$ cat config.mk
export PLATFORM = sky130hd
export DESIGN_NAME = thermsense_ctrl
export DESIGN_NICKNAME = d
export VERILOG_FILES = /design/src/rtl/thermsense_pkg.sv /design/src/rtl/thermsense_debounce.sv /design/src/rtl/thermsense_chan.sv /design/src/rtl/thermsense_seq.sv /design/src/rtl/thermsense_regs.sv /design/src/rtl/thermsense_ctrl.sv
export SDC_FILE = /design/constraint.sdc
export NUM_CORES = 1
export LEC_CHECK = 0
export CAP_MARGIN = 20
export CELL_PAD_IN_SITES_DETAIL_PLACEMENT = 1
export CELL_PAD_IN_SITES_GLOBAL_PLACEMENT = 2
export CORE_MARGIN = 4
export CORE_UTILIZATION = 39
export CTS_CLUSTER_DIAMETER = 200
export DETAILED_ROUTE_END_ITERATION = 6
export PLACE_DENSITY_LB_ADDON = 0.1
export SLEW_MARGIN = 20
export SYNTH_ARGS = -nofsm -noshare
export SYNTH_HDL_FRONTEND = slang
export SYNTH_SLANG_ARGS = --single-unit
$ cat constraint.sdc
create_clock -name clk -period 4 [get_ports clk]
set_clock_uncertainty 0.05 [all_clocks]
set_input_delay 0.8 -clock clk [delete_from_list [all_inputs] [get_ports clk]]
set_output_delay 0.8 -clock clk [all_outputs]
set_load 0.05 [all_outputs]
$ cat src/rtl/thermsense_pkg.sv
package thermsense_pkg;
   localparam logic [7:0] A_USER  = 8'h00;
   localparam logic [7:0] A_AUTO  = 8'h04;
   localparam logic [7:0] A_IEN   = 8'h08;
   localparam logic [7:0] A_PEND  = 8'h0C;
   localparam logic [7:0] A_DATA0 = 8'h20;
   localparam logic [7:0] A_ATHR0 = 8'h30;
   localparam logic [7:0] A_STHR0 = 8'h40;
   localparam logic [7:0] A_ADEB  = 8'h60;
   localparam logic [7:0] A_SDEB  = 8'h64;
   localparam logic [7:0] A_PNORM = 8'h68;
   localparam logic [7:0] A_PHOT  = 8'h6C;

   localparam int B_EN      = 0;
   localparam int B_QSEL    = 1;
   localparam int B_SEN     = 4;
   localparam int B_POL     = 8;
   localparam int B_PIN     = 4;
   localparam int B_RST     = 8;
   localparam int B_PSHUT   = 4;

   typedef enum logic [1:0] {
      SQ_IDLE = 2'd0,
      SQ_REQ  = 2'd1,
      SQ_WAIT = 2'd2,
      SQ_GAP  = 2'd3
   } seq_state_e;
endpackage

$ cat src/rtl/thermsense_debounce.sv
module thermsense_debounce #(
   parameter int DEB_W  = 8,
   parameter bit STICKY = 1'b0
) (
   input  logic             clk,
   input  logic             rst_n,
   input  logic             vld,
   input  logic             hit,
   input  logic             arm,
   input  logic [DEB_W-1:0] limit,
   output logic             active,
   output logic             rise
);
   logic [DEB_W-1:0] cnt;
   logic [DEB_W:0]   lim_eff;
   logic [DEB_W:0]   cnt_nxt;

   assign lim_eff = (limit == '0) ? (DEB_W+1)'(1) : {1'b0, limit};
   assign cnt_nxt = {1'b0, cnt} + (DEB_W+1)'(1);

   always_ff @(posedge clk or negedge rst_n) begin
      if (!rst_n) begin
         cnt    <= '0;
         active <= 1'b0;
         rise   <= 1'b0;
      end else begin
         rise <= 1'b0;
         if (vld) begin
            if (arm && hit) begin
               if (!active) begin
                  if (cnt_nxt >= lim_eff) begin
                     active <= 1'b1;
                     rise   <= 1'b1;
                     cnt    <= '0;
                  end else begin
                     cnt <= cnt_nxt[DEB_W-1:0];
                  end
               end
            end else begin
               cnt <= '0;
               if (!STICKY) active <= 1'b0;
            end
         end
      end
   end
endmodule

$ cat src/rtl/thermsense_chan.sv
module thermsense_chan #(
   parameter int DATA_W     = 10,
   parameter int DEB_W      = 8,
   parameter bit DECREASING = 1'b0
) (
   input  logic              clk,
   input  logic              rst_n,
   input  logic              smp_vld,
   input  logic [DATA_W-1:0] smp_code,
   input  logic [DATA_W-1:0] alarm_thr,
   input  logic [DATA_W-1:0] shut_thr,
   input  logic [DEB_W-1:0]  alarm_deb,
   input  logic [DEB_W-1:0]  shut_deb,
   input  logic              shut_en,
   output logic [DATA_W-1:0] data,
   output logic              hot,
   output logic              alarm_evt,
   output logic              shut_lat,
   output logic              shut_evt
);
   logic a_cross;
   logic s_cross;

   generate
      if (DECREASING) begin : g_dec
         assign a_cross = (smp_code <= alarm_thr);
         assign s_cross = (smp_code <= shut_thr);
      end else begin : g_inc
         assign a_cross = (smp_code >= alarm_thr);
         assign s_cross = (smp_code >= shut_thr);
      end
   endgenerate

   always_ff @(posedge clk or negedge rst_n) begin
      if (!rst_n)       data <= '0;
      else if (smp_vld) data <= smp_code;
   end

   thermsense_debounce #(.DEB_W(DEB_W), .STICKY(1'b0)) u_alarm (
      .clk(clk), .rst_n(rst_n), .vld(smp_vld), .hit(a_cross), .arm(1'b1),
      .limit(alarm_deb), .active(hot), .rise(alarm_evt)
   );

   thermsense_debounce #(.DEB_W(DEB_W), .STICKY(1'b1)) u_shut (
      .clk(clk), .rst_n(rst_n), .vld(smp_vld), .hit(s_cross), .arm(shut_en),
      .limit(shut_deb), .active(shut_lat), .rise(shut_evt)
   );
endmodule

$ cat src/rtl/thermsense_seq.sv
module thermsense_seq
   import thermsense_pkg::*;
#(
   parameter int NCH    = 2,
   parameter int ADC_W  = 12,
   parameter int DATA_W = 10,
   parameter int PER_W  = 16,
   parameter int CH_W   = 1
) (
   input  logic              clk,
   input  logic              rst_n,
   input  logic              auto_en,
   input  logic              any_hot,
   input  logic [PER_W-1:0]  per_norm,
   input  logic [PER_W-1:0]  per_hot,
   input  logic              adc_done,
   input  logic [ADC_W-1:0]  adc_code,
   output logic              adc_start,
   output logic [CH_W-1:0]   adc_chan,
   output logic              smp_vld,
   output logic [CH_W-1:0]   smp_ch,
   output logic [DATA_W-1:0] smp_code
);
   localparam logic [CH_W-1:0] LAST_CH = CH_W'(NCH-1);

   seq_state_e       state;
   logic [CH_W-1:0]  ch;
   logic [PER_W-1:0] gap_cnt;
   logic [PER_W-1:0] per_sel;
   logic             gap_end;

   assign per_sel   = any_hot ? per_hot : per_norm;
   assign gap_end   = ({1'b0, gap_cnt} + (PER_W+1)'(1)) >= {1'b0, per_sel};
   assign adc_start = (state == SQ_REQ);
   assign adc_chan  = ch;

   always_ff @(posedge clk or negedge rst_n) begin
      if (!rst_n) begin
         state    <= SQ_IDLE;
         ch       <= '0;
         gap_cnt  <= '0;
         smp_vld  <= 1'b0;
         smp_ch   <= '0;
         smp_code <= '0;
      end else begin
         smp_vld <= 1'b0;
         unique case (state)
            SQ_IDLE: if (auto_en) begin
               ch    <= '0;
               state <= SQ_REQ;
            end
            SQ_REQ: state <= SQ_WAIT;
            SQ_WAIT: if (adc_done) begin
               smp_vld  <= 1'b1;
               smp_ch   <= ch;
               smp_code <= adc_code[DATA_W-1:0];
               if (ch == LAST_CH) begin
                  gap_cnt <= '0;
                  state   <= SQ_GAP;
               end else begin
                  ch    <= ch + CH_W'(1);
                  state <= SQ_REQ;
               end
            end
            SQ_GAP: begin
               if (!auto_en) begin
                  state <= SQ_IDLE;
               end else if (gap_end) begin
                  ch    <= '0;
                  state <= SQ_REQ;
               end else begin
                  gap_cnt <= gap_cnt + PER_W'(1);
               end
            end
            default: state <= SQ_IDLE;
         endcase
      end
   end
endmodule

$ cat src/rtl/thermsense_regs.sv
module thermsense_regs
   import thermsense_pkg::*;
#(
   parameter int NCH          = 2,
   parameter int DATA_W       = 10,
   parameter int DEB_W        = 8,
   parameter int PER_W        = 16,
   parameter bit HAS_QSEL     = 1'b1,
   parameter int DEF_ADEB     = 4,
   parameter int DEF_SDEB     = 4,
   parameter int DEF_PER_NORM = 250,
   parameter int DEF_PER_HOT  = 50
) (
   input  logic                         clk,
   input  logic                         rst_n,
   input  logic [7:0]                   reg_addr,
   input  logic                         reg_wr,
   input  logic [31:0]                  reg_wdata,
   output logic [31:0]                  reg_rdata,
   input  logic [NCH-1:0]               alarm_evt,
   input  logic [NCH-1:0]               shut_evt,
   input  logic [NCH-1:0][DATA_W-1:0]   chan_data,
   output logic                         auto_en,
   output logic                         qsel,
   output logic                         pol_high,
   output logic [NCH-1:0]               shut_en,
   output logic [NCH-1:0]               irq_en,
   output logic [NCH-1:0]               route_pin,
   output logic [NCH-1:0]               route_rst,
   output logic [NCH-1:0]               pend_alarm,
   output logic [NCH-1:0][DATA_W-1:0]   alarm_thr,
   output logic [NCH-1:0][DATA_W-1:0]   shut_thr,
   output logic [DEB_W-1:0]             alarm_deb,
   output logic [DEB_W-1:0]             shut_deb,
   output logic [PER_W-1:0]             per_norm,
   output logic [PER_W-1:0]             per_hot
);
   logic [15:0]    user_q;
   logic [NCH-1:0] pend_shut;
   logic           wr_auto;
   logic           wr_pend;

   assign wr_auto = reg_wr && (reg_addr == A_AUTO);
   assign wr_pend = reg_wr && (reg_addr == A_PEND);

   generate
      if (HAS_QSEL) begin : g_qsel
         always_ff @(posedge clk or negedge rst_n) begin
            if (!rst_n)       qsel <= 1'b0;
            else if (wr_auto) qsel <= reg_wdata[B_QSEL];
         end
      end else begin : g_noqsel
         assign qsel = 1'b0;
      end
   endgenerate

   always_ff @(posedge clk or negedge rst_n) begin
      if (!rst_n) begin
         user_q    <= '0;
         auto_en   <= 1'b0;
         pol_high  <= 1'b0;
         shut_en   <= '0;
         irq_en    <= '0;
         route_pin <= '0;
         route_rst <= '0;
         alarm_thr <= '1;
         shut_thr  <= '1;
         alarm_deb <= DEB_W'(DEF_ADEB);
         shut_deb  <= DEB_W'(DEF_SDEB);
         per_norm  <= PER_W'(DEF_PER_NORM);
         per_hot   <= PER_W'(DEF_PER_HOT);
      end else if (reg_wr) begin
         case (reg_addr)
            A_USER: user_q <= reg_wdata[15:0];
            A_AUTO: begin
               auto_en  <= reg_wdata[B_EN];
               pol_high <= reg_wdata[B_POL];
               shut_en  <= reg_wdata[B_SEN +: NCH];
            end
            A_IEN: begin
               irq_en    <= reg_wdata[0 +: NCH];
               route_pin <= reg_wdata[B_PIN +: NCH];
               route_rst <= reg_wdata[B_RST +: NCH];
            end
            A_ADEB:  alarm_deb <= reg_wdata[DEB_W-1:0];
            A_SDEB:  shut_deb  <= reg_wdata[DEB_W-1:0];
            A_PNORM: per_norm  <= reg_wdata[PER_W-1:0];
            A_PHOT:  per_hot   <= reg_wdata[PER_W-1:0];
            default: ;
         endcase
         for (int n = 0; n < NCH; n++) begin
            if (reg_addr == A_ATHR0 + 8'(4*n)) alarm_thr[n] <= reg_wdata[DATA_W-1:0];
            if (reg_addr == A_STHR0 + 8'(4*n)) shut_thr[n]  <= reg_wdata[DATA_W-1:0];
         end
      end
   end

   always_ff @(posedge clk or negedge rst_n) begin
      if (!rst_n) begin
         pend_alarm <= '0;
         pend_shut  <= '0;
      end else begin
         for (int n = 0; n < NCH; n++) begin
            pend_alarm[n] <= alarm_evt[n] |
                             (pend_alarm[n] & ~(wr_pend & reg_wdata[n]));
            pend_shut[n]  <= shut_evt[n] |
                             (pend_shut[n] & ~(wr_pend & reg_wdata[B_PSHUT+n]));
         end
      end
   end

   always_comb begin
      reg_rdata = '0;
      case (reg_addr)
         A_USER: reg_rdata[15:0] = user_q;
         A_AUTO: begin
            reg_rdata[B_EN]         = auto_en;
            reg_rdata[B_QSEL]       = qsel;
            reg_rdata[B_SEN +: NCH] = shut_en;
            reg_rdata[B_POL]        = pol_high;
         end
         A_IEN: begin
            reg_rdata[0 +: NCH]     = irq_en;
            reg_rdata[B_PIN +: NCH] = route_pin;
            reg_rdata[B_RST +: NCH] = route_rst;
         end
         A_PEND: begin
            reg_rdata[0 +: NCH]       = pend_alarm;
            reg_rdata[B_PSHUT +: NCH] = pend_shut;
         end
         A_ADEB:  reg_rdata[DEB_W-1:0] = alarm_deb;
         A_SDEB:  reg_rdata[DEB_W-1:0] = shut_deb;
         A_PNORM: reg_rdata[PER_W-1:0] = per_norm;
         A_PHOT:  reg_rdata[PER_W-1:0] = per_hot;
         default: ;
      endcase
      for (int n = 0; n < NCH; n++) begin
         if (reg_addr == A_DATA0 + 8'(4*n)) reg_rdata[DATA_W-1:0] = chan_data[n];
         if (reg_addr == A_ATHR0 + 8'(4*n)) reg_rdata[DATA_W-1:0] = alarm_thr[n];
         if (reg_addr == A_STHR0 + 8'(4*n)) reg_rdata[DATA_W-1:0] = shut_thr[n];
      end
   end
endmodule

$ cat src/rtl/thermsense_ctrl.sv
module thermsense_ctrl #(
   parameter int NCH          = 2,
   parameter int ADC_W        = 12,
   parameter int DATA_W       = 10,
   parameter int DEB_W        = 8,
   parameter int PER_W        = 16,
   parameter bit DECREASING   = 1'b0,
   parameter bit HAS_QSEL     = 1'b1,
   parameter int DEF_ADEB     = 4,
   parameter int DEF_SDEB     = 4,
   parameter int DEF_PER_NORM = 250,
   parameter int DEF_PER_HOT  = 50,
   localparam int CH_W        = (NCH > 1) ? $clog2(NCH) : 1
) (
   input  logic              clk,
   input  logic              rst_n,
   input  logic [7:0]        reg_addr,
   input  logic              reg_wr,
   input  logic [31:0]       reg_wdata,
   output logic [31:0]       reg_rdata,
   output logic              adc_start,
   output logic [CH_W-1:0]   adc_chan,
   output logic              adc_qsel,
   input  logic              adc_done,
   input  logic [ADC_W-1:0]  adc_code,
   output logic              alarm_irq,
   output logic              shut_rst_req,
   output logic              shut_pin
);
   generate
      if (NCH < 1 || NCH > 4) begin : g_bad_nch
         $error("thermsense_ctrl: NCH must be 1..4");
      end
      if (DATA_W > ADC_W || DATA_W > 16) begin : g_bad_dw
         $error("thermsense_ctrl: DATA_W must not exceed ADC_W or 16");
      end
      if (PER_W > 32 || DEB_W > 32) begin : g_bad_w
         $error("thermsense_ctrl: counter widths limited to 32");
      end
   endgenerate

   logic                       auto_en, qsel, pol_high;
   logic [NCH-1:0]             shut_en, irq_en, route_pin, route_rst, pend_alarm;
   logic [NCH-1:0][DATA_W-1:0] alarm_thr, shut_thr, chan_data;
   logic [DEB_W-1:0]           alarm_deb, shut_deb;
   logic [PER_W-1:0]           per_norm, per_hot;
   logic [NCH-1:0]             chan_hot, alarm_evt, shut_lat, shut_evt;
   logic                       smp_vld;
   logic [CH_W-1:0]            smp_ch;
   logic [DATA_W-1:0]          smp_code;
   logic                       pin_hit;

   thermsense_regs #(
      .NCH(NCH), .DATA_W(DATA_W), .DEB_W(DEB_W), .PER_W(PER_W),
      .HAS_QSEL(HAS_QSEL), .DEF_ADEB(DEF_ADEB), .DEF_SDEB(DEF_SDEB),
      .DEF_PER_NORM(DEF_PER_NORM), .DEF_PER_HOT(DEF_PER_HOT)
   ) u_regs (
      .clk(clk), .rst_n(rst_n), .reg_addr(reg_addr), .reg_wr(reg_wr),
      .reg_wdata(reg_wdata), .reg_rdata(reg_rdata), .alarm_evt(alarm_evt),
      .shut_evt(shut_evt), .chan_data(chan_data), .auto_en(auto_en),
      .qsel(qsel), .pol_high(pol_high), .shut_en(shut_en), .irq_en(irq_en),
      .route_pin(route_pin), .route_rst(route_rst), .pend_alarm(pend_alarm),
      .alarm_thr(alarm_thr), .shut_thr(shut_thr), .alarm_deb(alarm_deb),
      .shut_deb(shut_deb), .per_norm(per_norm), .per_hot(per_hot)
   );

   thermsense_seq #(
      .NCH(NCH), .ADC_W(ADC_W), .DATA_W(DATA_W), .PER_W(PER_W), .CH_W(CH_W)
   ) u_seq (
      .clk(clk), .rst_n(rst_n), .auto_en(auto_en), .any_hot(|chan_hot),
      .per_norm(per_norm), .per_hot(per_hot), .adc_done(adc_done),
      .adc_code(adc_code), .adc_start(adc_start), .adc_chan(adc_chan),
      .smp_vld(smp_vld), .smp_ch(smp_ch), .smp_code(smp_code)
   );

   generate
      for (genvar n = 0; n < NCH; n++) begin : g_ch
         thermsense_chan #(
            .DATA_W(DATA_W), .DEB_W(DEB_W), .DECREASING(DECREASING)
         ) u_chan (
            .clk(clk), .rst_n(rst_n),
            .smp_vld(smp_vld && (smp_ch == CH_W'(n))),
            .smp_code(smp_code), .alarm_thr(alarm_thr[n]),
            .shut_thr(shut_thr[n]), .alarm_deb(alarm_deb),
            .shut_deb(shut_deb), .shut_en(shut_en[n]),
            .data(chan_data[n]), .hot(chan_hot[n]),
            .alarm_evt(alarm_evt[n]), .shut_lat(shut_lat[n]),
            .shut_evt(shut_evt[n])
         );
      end
   endgenerate

   assign adc_qsel     = qsel;
   assign alarm_irq    = |(pend_alarm & irq_en);
   assign shut_rst_req = |(shut_lat & route_rst);
   assign pin_hit      = |(shut_lat & route_pin);
   assign shut_pin     = pol_high ? pin_hit : ~pin_hit;
endmodule

Yosys cells after proc, flatten, opt, wreduce, memory -nomap -nowiden
Index checks and enable logic that the tools add are counted.
W data, S select, Z words.
- output and inout port bits: 38
- logic and storage cells: 209
- input bits: 56
- register bits after elaboration: 210
- magnitude comparators: 9
- reductions and logical operators: 37
- equal/unequal tests: 27
- add/sub/neg operators: 7
- multiplexer cells: 70
- bitwise operators: 21
- operator list (cell ; number):
    $mux W8 ; 14
    $mux W16 ; 5
    $mux W10 ; 6
    $eq A8 B7 Y1 const B ; 6
    $ge A10 B10 Y1 ; 4
    $add A8 B1 Y9 const B ; 4
    $reduce_and A2 Y1 ; 18
    $eq A8 B6 Y1 const B ; 4
    $pmux W16 S2 ; 1
    $pmux W2 S8 ; 2
    $mux W1 ; 30
    $ge A9 B8 Y1 ; 3
    $logic_not A8 Y1 ; 3
    $pmux W2 S5 ; 2
    $pmux W6 S3 ; 1
    $add A16 B1 Y17 const B ; 1
    $ge A17 B16 Y1 ; 1
    $add A16 B1 Y16 const B ; 1
    $eq A8 B4 Y1 const B ; 2
    $ne A2 B2 Y1 const B ; 8
    $mux W2 ; 5
    $reduce_and A5 Y1 ; 2
    $ge A9 B9 Y1 ; 1
    $and A1 B1 Y1 ; 8
    other kinds (19) ; 39

Logic depth before layout (Yosys ltp)
Gate-level depths: netlist of the first run.
- depth in word-level cells: 8
- mapped depth: 14
- mapped depth without buffers: 12

Hierarchy
Synthesis of the first run repeated with hierarchy kept, for this count alone.
- cells, all modules: 1233
- area, all modules: 13195.2 µm²
- by module, submodules not included (module ; area each (µm²) ; cells an instance ; times used):
    thermsense_regs ; 6206.0 ; 515 ; 1
    thermsense_seq ; 2085.8 ; 209 ; 1
    thermsense_chan ; 870.8 ; 87 ; 2
    thermsense_debounce (g_ch[0].u_chan.u_alarm ...) ; 822.0 ; 90 ; 2
    thermsense_debounce (g_ch[0].u_chan.u_shut ...) ; 729.4 ; 74 ; 2
    thermsense_ctrl ; 58.8 ; 7 ; 1

Least setup slack after synthesis of the first run
Ideal clock, no wire load.
- kind: input port to output port
- start point: input port reg_addr[7]
- end point: output port reg_rdata[2]
- required time: 3.150 ns
- setup slack: 0.140 ns
- data arrival time: 3.010 ns
- stages on the path: 8
- cells stage by stage: buf_2 > nor4_4 > and2_1 > buf_4 > nand2_1 > a31oi_1 > nor4_1 > o21ai_0
- word-level cells in the longest chain between the ends: 8
- elaborated cells between the ends (all ways): 18
- ends and longest elaborated chain (item ; line ; source):
    start, declared ; thermsense_ctrl.sv:17 ; input logic [7:0] reg_addr,
    $eq A8 B7 Y1 or $logic_not A8 Y1 (tied branches) ; thermsense_regs.sv:114 ; case (reg_addr)
    $pmux W2 S5 ; thermsense_regs.sv:114 ;
    $mux W10 ; thermsense_regs.sv:138 ; if (reg_addr == A_DATA0 + 8'(4*n)) reg_rdata[DATA_W-1:0] = chan_data[n];
    $mux W10 ; thermsense_regs.sv:139 ; if (reg_addr == A_ATHR0 + 8'(4*n)) reg_rdata[DATA_W-1:0] = alarm_thr[n];
    $mux W10 ; thermsense_regs.sv:140 ; if (reg_addr == A_STHR0 + 8'(4*n)) reg_rdata[DATA_W-1:0] = shut_thr[n];
    $mux W10 ; thermsense_regs.sv:138 ;
    $mux W10 ; thermsense_regs.sv:139 ;
    $mux W10 (*) ; thermsense_regs.sv:140 ;
    end, declared ; thermsense_ctrl.sv:20 ; output logic [31:0] reg_rdata,
Mark *: on every way between the ends. The rest lies on a longest branch, timed or not.

Final worst setup path of the first run
- start point: input port reg_addr[6]
- end point: output port reg_rdata[3]
The elaborated chain is that of the path after synthesis.

==> impl_metrics.tcl, run 1 <==
set metrics [dict create \
    status "finished clean" \
    cts_tree "yes" \
    slew_violations 0 \
    grt_setup_unrepaired "no" \
    cts_root_buf "clkbuf_16" \
    post-route-cell-area_um2 15800 \
    drt_iter0_markers 597 \
    hold_viol_final 0 \
    cts_buffers 27 \
    ys_ff_latch 210 \
    drcViolationCount 0 \
    area_growth_pct 21.5 \
    die_area_um2 36400 \
    wl_met3_um 1570 \
    synthCells 1269 \
    drive_above_1_share 0.287 \
    grt_usage 0.231 \
    dr_wl_met2_um 19300 \
    ir_worst_vdd_uv 328 \
    crit_type "input pin to output pin" \
    synth_warnings 0 \
    synth_top_flop_cell "dfrtp_1" \
    gp_congestion 0.912 \
    dpl_cell_area_um2 14700 \
    post-route-min-period_ns 3.91 \
    fp.dieW_um 191 \
    worstPathRequired_ns 3.15 \
    ys_seq_area_frac 0.409 \
    avgSynthCellArea_um2 10.3 \
    ctsHoldBuffers 0 \
    routed_wirelength_um 41600 \
    num_rows 66 \
    ys_types 92 \
    n_antenna_cell 0 \
    finalSetupTns_ns 0 \
    clkSinkCount 210 \
    first_global_vias 10857 \
    arrival_ns 3.06 \
    tightest_slew_ns 0.927 \
    whs_ns 0.195 \
    cellLeakagePower_nw 7.14 \
    drv_cap 0 \
    ios 94 \
    clk_latency_ns 0.55 \
    htree_levels 1 \
    vias_per_cell 5.56 \
    cp-start-kind "input pin" \
    met1_length_um 20000 \
    hold_path.class "input pin to async pin" \
    antenna_found_initial 3 \
    synthesis.area_um2 13000 \
    crit_path_max_fanout 9 \
    rrSetupSlack_ns 0.53 \
    grt_overflow 0 \
    fmax_ghz 0.255 \
    endpoint_kind "output pin" \
    maxSlewHeadroom 0.380 \
    finalSetupViolations 0 \
    io_buffers 59 \
    fin_nets 1545 \
    synth-edff-count 0 \
    start_util 0.398 \
    ys_async_sr_fraction 1.00 \
    fp.dieH_um 191 \
    antenna_left 0 \
    clk_pin_slew_ns 0.06 \
    period_share 0.979 \
    wl_per_cell_um 22.4 \
    dp_hpwl_um 30500 \
    power.density_nw_per_um2 458 \
    vias 10338 \
    grt_max_degree 89 \
    top_layer_used "met4" \
    grt_pass1_wl_um 65300 \
    fp.coreArea_um2 32700 \
    clockBufferDepth 3 \
    first_pass_iters 7 \
]
## area by class of cell
type,count,area (µm²)
Clock inverter,15,153
Multi-Input combinational cell,942,7250
Sequential cell,210,5320
Fill cell,3646,16900
Timing Repair Buffer,141,1480
Tap cell,442,553
Clock buffer,35,786
Inverter,74,278
## cell families after synthesis
kind of cell	after synthesis	synth area share
other cells	1	0.000288
compound gates	256	0.138
flops	210	0.409
simple gates	376	0.148
fa+ha+maj	93	0.0894
buf+inv	132	0.0470
mux	169	0.146
xor+xnor	32	0.0215
## sequential cells by signal (all words and copies together), names as in the netlist, 16 cells and up
signal,flops
g_ch.u_chan.data,20
g_ch.u_chan.u_alarm.cnt,16
g_ch.u_chan.u_shut.cnt,16
u_regs.alarm_thr,20
u_regs.per_hot,16
u_regs.per_norm,16
u_regs.shut_thr,20
u_regs.user_q,16
u_seq.gap_cnt,16
## layout by cell type, fill, tap and decap left out, types with 8 or more instances in the layout
master and count:
dfrtp_1 159, a221o_1 10, o21ai_0 41, conb_1 16, or2_2 11, and2_1 12, nor2b_1 14, xnor2_1 19
clkdlybuf4s50_1 34, nand2b_1 17, clkbuf_16 28, inv_1 72, and3_1 18, dfstp_2 51, nand4_1 17, clkbuf_8 8
buf_4 73, xor2_1 13, a31oi_1 10, nand2_1 139, mux2_2 141, buf_12 22, mux2i_1 24, nand3_1 45
a22oi_1 22, a22o_1 11, o22ai_1 8, nor3_1 16, ha_1 93, a21o_1 13, nor2_1 36, a21oi_1 51
## final timing paths
| check | start | endpoint | cells past startpoint |
|---|---|---|---|
| max | reg_addr[6] | reg_rdata[3] | 9 |
| min | rst_n | u_seq.gap_cnt[14] | 1 |
| max reg2reg | u_seq.gap_cnt[0] | u_seq.gap_cnt[0] | 12 |
| min reg2reg | g_ch[1].u_chan.u_alarm.rise | u_regs.pend_alarm[1] | 1 |
| max in group asynchronous | rst_n | u_regs.alarm_thr[2] | 2 |
| min in group clk | g_ch[1].u_chan.u_alarm.rise | u_regs.pend_alarm[1] | 1 |
## routing by layer
| layer | GRT usage | up-vias |
|---|---|---|
| li1 | - | 4867 |
| met2 | 0.376 | 170 |
| met4 | 0.0392 | 0 |
| met5 | 0 | - |
| met3 | 0.0289 | 44 |
| met1 | 0.335 | 5257 |
## where the power goes
group | internal, mW | total (mW) | switching (mW)
registers | 2.43 | 2.81 | 0.387
clock network | 1.52 | 2.52 | 1.00
logic | 0.796 | 1.91 | 1.12
total | 4.74 | 7.25 | 2.51
## timing repair
item	4_1_cts	5_1_grt
setup endpoints to repair	9	9
cloned	0	1
buffers inserted	2	2
pin swaps	4	5
resized for setup	18	18
## critical path, stage by stage
cell and delay (ns):
clkdlybuf4s15_1 0.34, buf_4 0.25, mux2_2 0.35, a22oi_1 0.25, o22ai_1 0.12, a22oi_1 0.18
o21ai_0 0.21, a311o_1 0.41, buf_12 0.16
## metrics by stage
stage | util | setup WS, ns | power, mW | instances
after detailed placement | 0.450 | -0.255 | 4.75 | 1804
after global routing | 0.484 | 0.00686 | 7.70 | 1859
after CTS | 0.481 | -0.0839 | 7.31 | 1856
after global placement | 0.450 | -0.166 | 4.67 | 1804
after floorplan | - | 0.140 | 3.95 | 1284
final | 0.484 | 0.0853 | 7.25 | 1859
## cells in the mapped netlist, drive strengths merged (5+ instances only)
master	number	area, µm²
dfrtp	159	3980
nand2	146	566
mux2	142	1600
ha	93	1160
inv	73	274
a21oi	54	270
dfstp	51	1340
nand3	47	245
o21ai	46	230
nor2	42	165
buf	41	270
mux2i	24	240
a22oi	22	165
xnor2	19	166
and3	18	113
nor3	18	100
clkbuf	17	63.8
nand2b	17	106
nand4	17	106
nor2b	15	93.8
and2	14	87.6
or2	14	87.6
a21o	13	97.6
xor2	13	114
a31oi	12	81.3
a22o	11	96.3
a221o	10	100
a211oi	9	67.6
nor4	8	71.3
o22ai	8	50.1
a211o	7	62.6
a221oi	7	61.3
o2111ai	7	61.3
o31ai	7	57.6
o211ai	5	42.5
(Power assumes the default switching activity.)
==> run 2, diff against run 1 <==
GPL_TIMING_DRIVEN = 0   (was unset)
==> run 2 against run 1 <==
The flow now finishes with violations (setup timing). Highest routed layer unchanged. Fmax is 2.7% lower. Worst setup slack worse by 0.11 ns. Critical path depth is 1 lower. Register-to-register slack worse by 0.16 ns. First-iteration DRC count is 4.0% lower. Via count is 0.14% higher. Sequential power hardly changed. Sequential cell count stayed put. Combinational power hardly changed. Non-clock buffer count is 24 lower. Design area is 2.8% lower.
==> impl_metrics.tcl, run 2 (same netlist as run 1, synthesis figures left out) <==
set metrics [dict create \
    status "finished with violations" \
    violations "setup timing" \
    io_buffers 58 \
    crit_type "input pin to output pin" \
    grt_pass1_wl_um 65900 \
    num_rows 66 \
    max_stage_delay_ns 0.48 \
    clkSinkCount 210 \
    vias_per_cell 5.64 \
    period_share 1.01 \
    grt_max_degree 91 \
    drcViolationCount 0 \
    grt_usage 0.234 \
    multi_input_area_um2 7280 \
    cellLeakagePower_nw 6.93 \
    final_cells 1836 \
    clockBufferDepth 3 \
    finalSetupViolations 1 \
    fmax_ghz 0.248 \
    antenna_found_initial 0 \
    cp-start-kind "input pin" \
    post-route-cell-area_um2 15400 \
    layout_commonest_cell "dfrtp_1" \
    worstPathRequired_ns 3.15 \
    clk_pin_slew_ns 0.06 \
    fp.coreArea_um2 32700 \
    hold_viol_final 0 \
    dp_hpwl_um 31300 \
    dp_cells 1786 \
    fp.dieH_um 191 \
    tightest_slew_ns 0.929 \
    setup_slack_ns -0.0248 \
    fp.dieW_um 191 \
    final_util 0.470 \
    grt_overflow 0 \
    endpoint_kind "output pin" \
    ios 94 \
    clk_latency_ns 0.55 \
    gp_congestion 0.919 \
    dpl_cell_area_um2 14300 \
    antenna_left 0 \
    vias 10352 \
    drt_iter0_markers 573 \
    first_global_vias 10741 \
    maxSlewHeadroom 0.381 \
    ctsHoldBuffers 0 \
    slew_violations 0 \
    routed_wirelength_um 42400 \
    power.density_nw_per_um2 481 \
    first_pass_iters 5 \
    die_area_um2 36400 \
    htree_levels 1 \
    power_mw 7.39 \
    post-route-min-period_ns 4.02 \
    grt_setup_unrepaired "yes" \
    cts_buffers 27 \
    arrival_ns 3.17 \
    crit_path_max_fanout 9 \
    finalSetupTns_ns -0.0248 \
    cts_tree "yes" \
    layout_common_cells "159 x dfrtp_1, 141 x mux2_2, 138 x nand2_1, 93 x ha_1, 72 x inv_1" \
    drive_above_1_share 0.259 \
    final.fill_count 3672 \
    seqCellArea_um2 5320 \
    cts_root_buf "clkbuf_16" \
    wl_per_cell_um 23.1 \
    hold_path.class "input pin to async pin" \
    drv_cap 0 \
    start_util 0.398 \
    ir_worst_vdd_uv 308 \
    cp_slowest_cell "dlygate4sd2_1" \
    largestRegisters "g_ch.u_chan.data x20, u_regs.alarm_thr x20, u_regs.shut_thr x20" \
    crit_path_cell_trace "dlygate4sd2_1 > and4bb_2 > and2_1 > buf_4 > a32oi_1 > a31oi_1 > a221o_1 > clkdlybuf4s15_2" \
    area_growth_pct 18.2 \
    fin_nets 1521 \
]
run 2: report_power, final:
group          internal, mW  total [mW]  switching (mW)
combinational         0.762        1.91            1.15
clock                  1.69        2.68           0.991
sequential             2.43        2.80           0.377
run 2: through the flow:
stage	worst slack, ns	hold WS, ns
6_report	-0.0248	0.0950
4_1_cts	0.00715	0.0872
2_1_floorplan	0.140	0.354
3_3_place_gp	-7.45	0.362
3_5_place_dp	-1.33	0.372
5_1_grt	-0.0459	0.108
run 2: final cells by class:
class                   instances  area share
diodes                          1    0.000163
plain buffers                  56      0.0228
clock buffers                  40      0.0516
clock inverters                10      0.0119
inverters                      74      0.0184
multi-input cells             942       0.473
flip-flops and latches        210       0.346
well taps                     442      0.0359
repair buffers                 61      0.0403
run 2: worst max-delay path, delay by kind of cell:
kind / cells / cell delay, ns
buffers and inverters: 3 / 1.01
AO/OA/AOI/OAI: 3 / 0.79
AND/OR/NAND/NOR: 2 / 0.56
run 2: path summary, 6_finish.rpt:
check / end / slack, ns / from / depth (start not counted)
max reg2reg: u_seq.gap_cnt[10] / 0.37 / u_seq.gap_cnt[0] / 13
min reg2reg: u_regs.pend_shut[1] / 0.38 / g_ch[1].u_chan.u_shut.rise / 1
min in group clk: u_regs.pend_shut[1] / 0.38 / g_ch[1].u_chan.u_shut.rise / 1
min: u_seq.gap_cnt[15] / 0.1 / rst_n / 1
max: reg_rdata[8] / -0.02 / reg_addr[0] / 8
max in group asynchronous: u_regs.shut_thr[14] / 2.98 / rst_n / 2
run 2: per-layer routing:
layer,share of wire,vias up,track usage
li1,-,4819,-
met1,0.48,5300,0.339
met2,0.46,177,0.382
met3,0.032,56,0.0251
met4,0.025,0,0.0492
met5,0,-,0
run 2: timing repair:
action,4_1_cts,5_1_grt
gates resized for setup,89,17
setup buffers,1,0
setup endpoints to repair,34,21
pin swaps,2,1
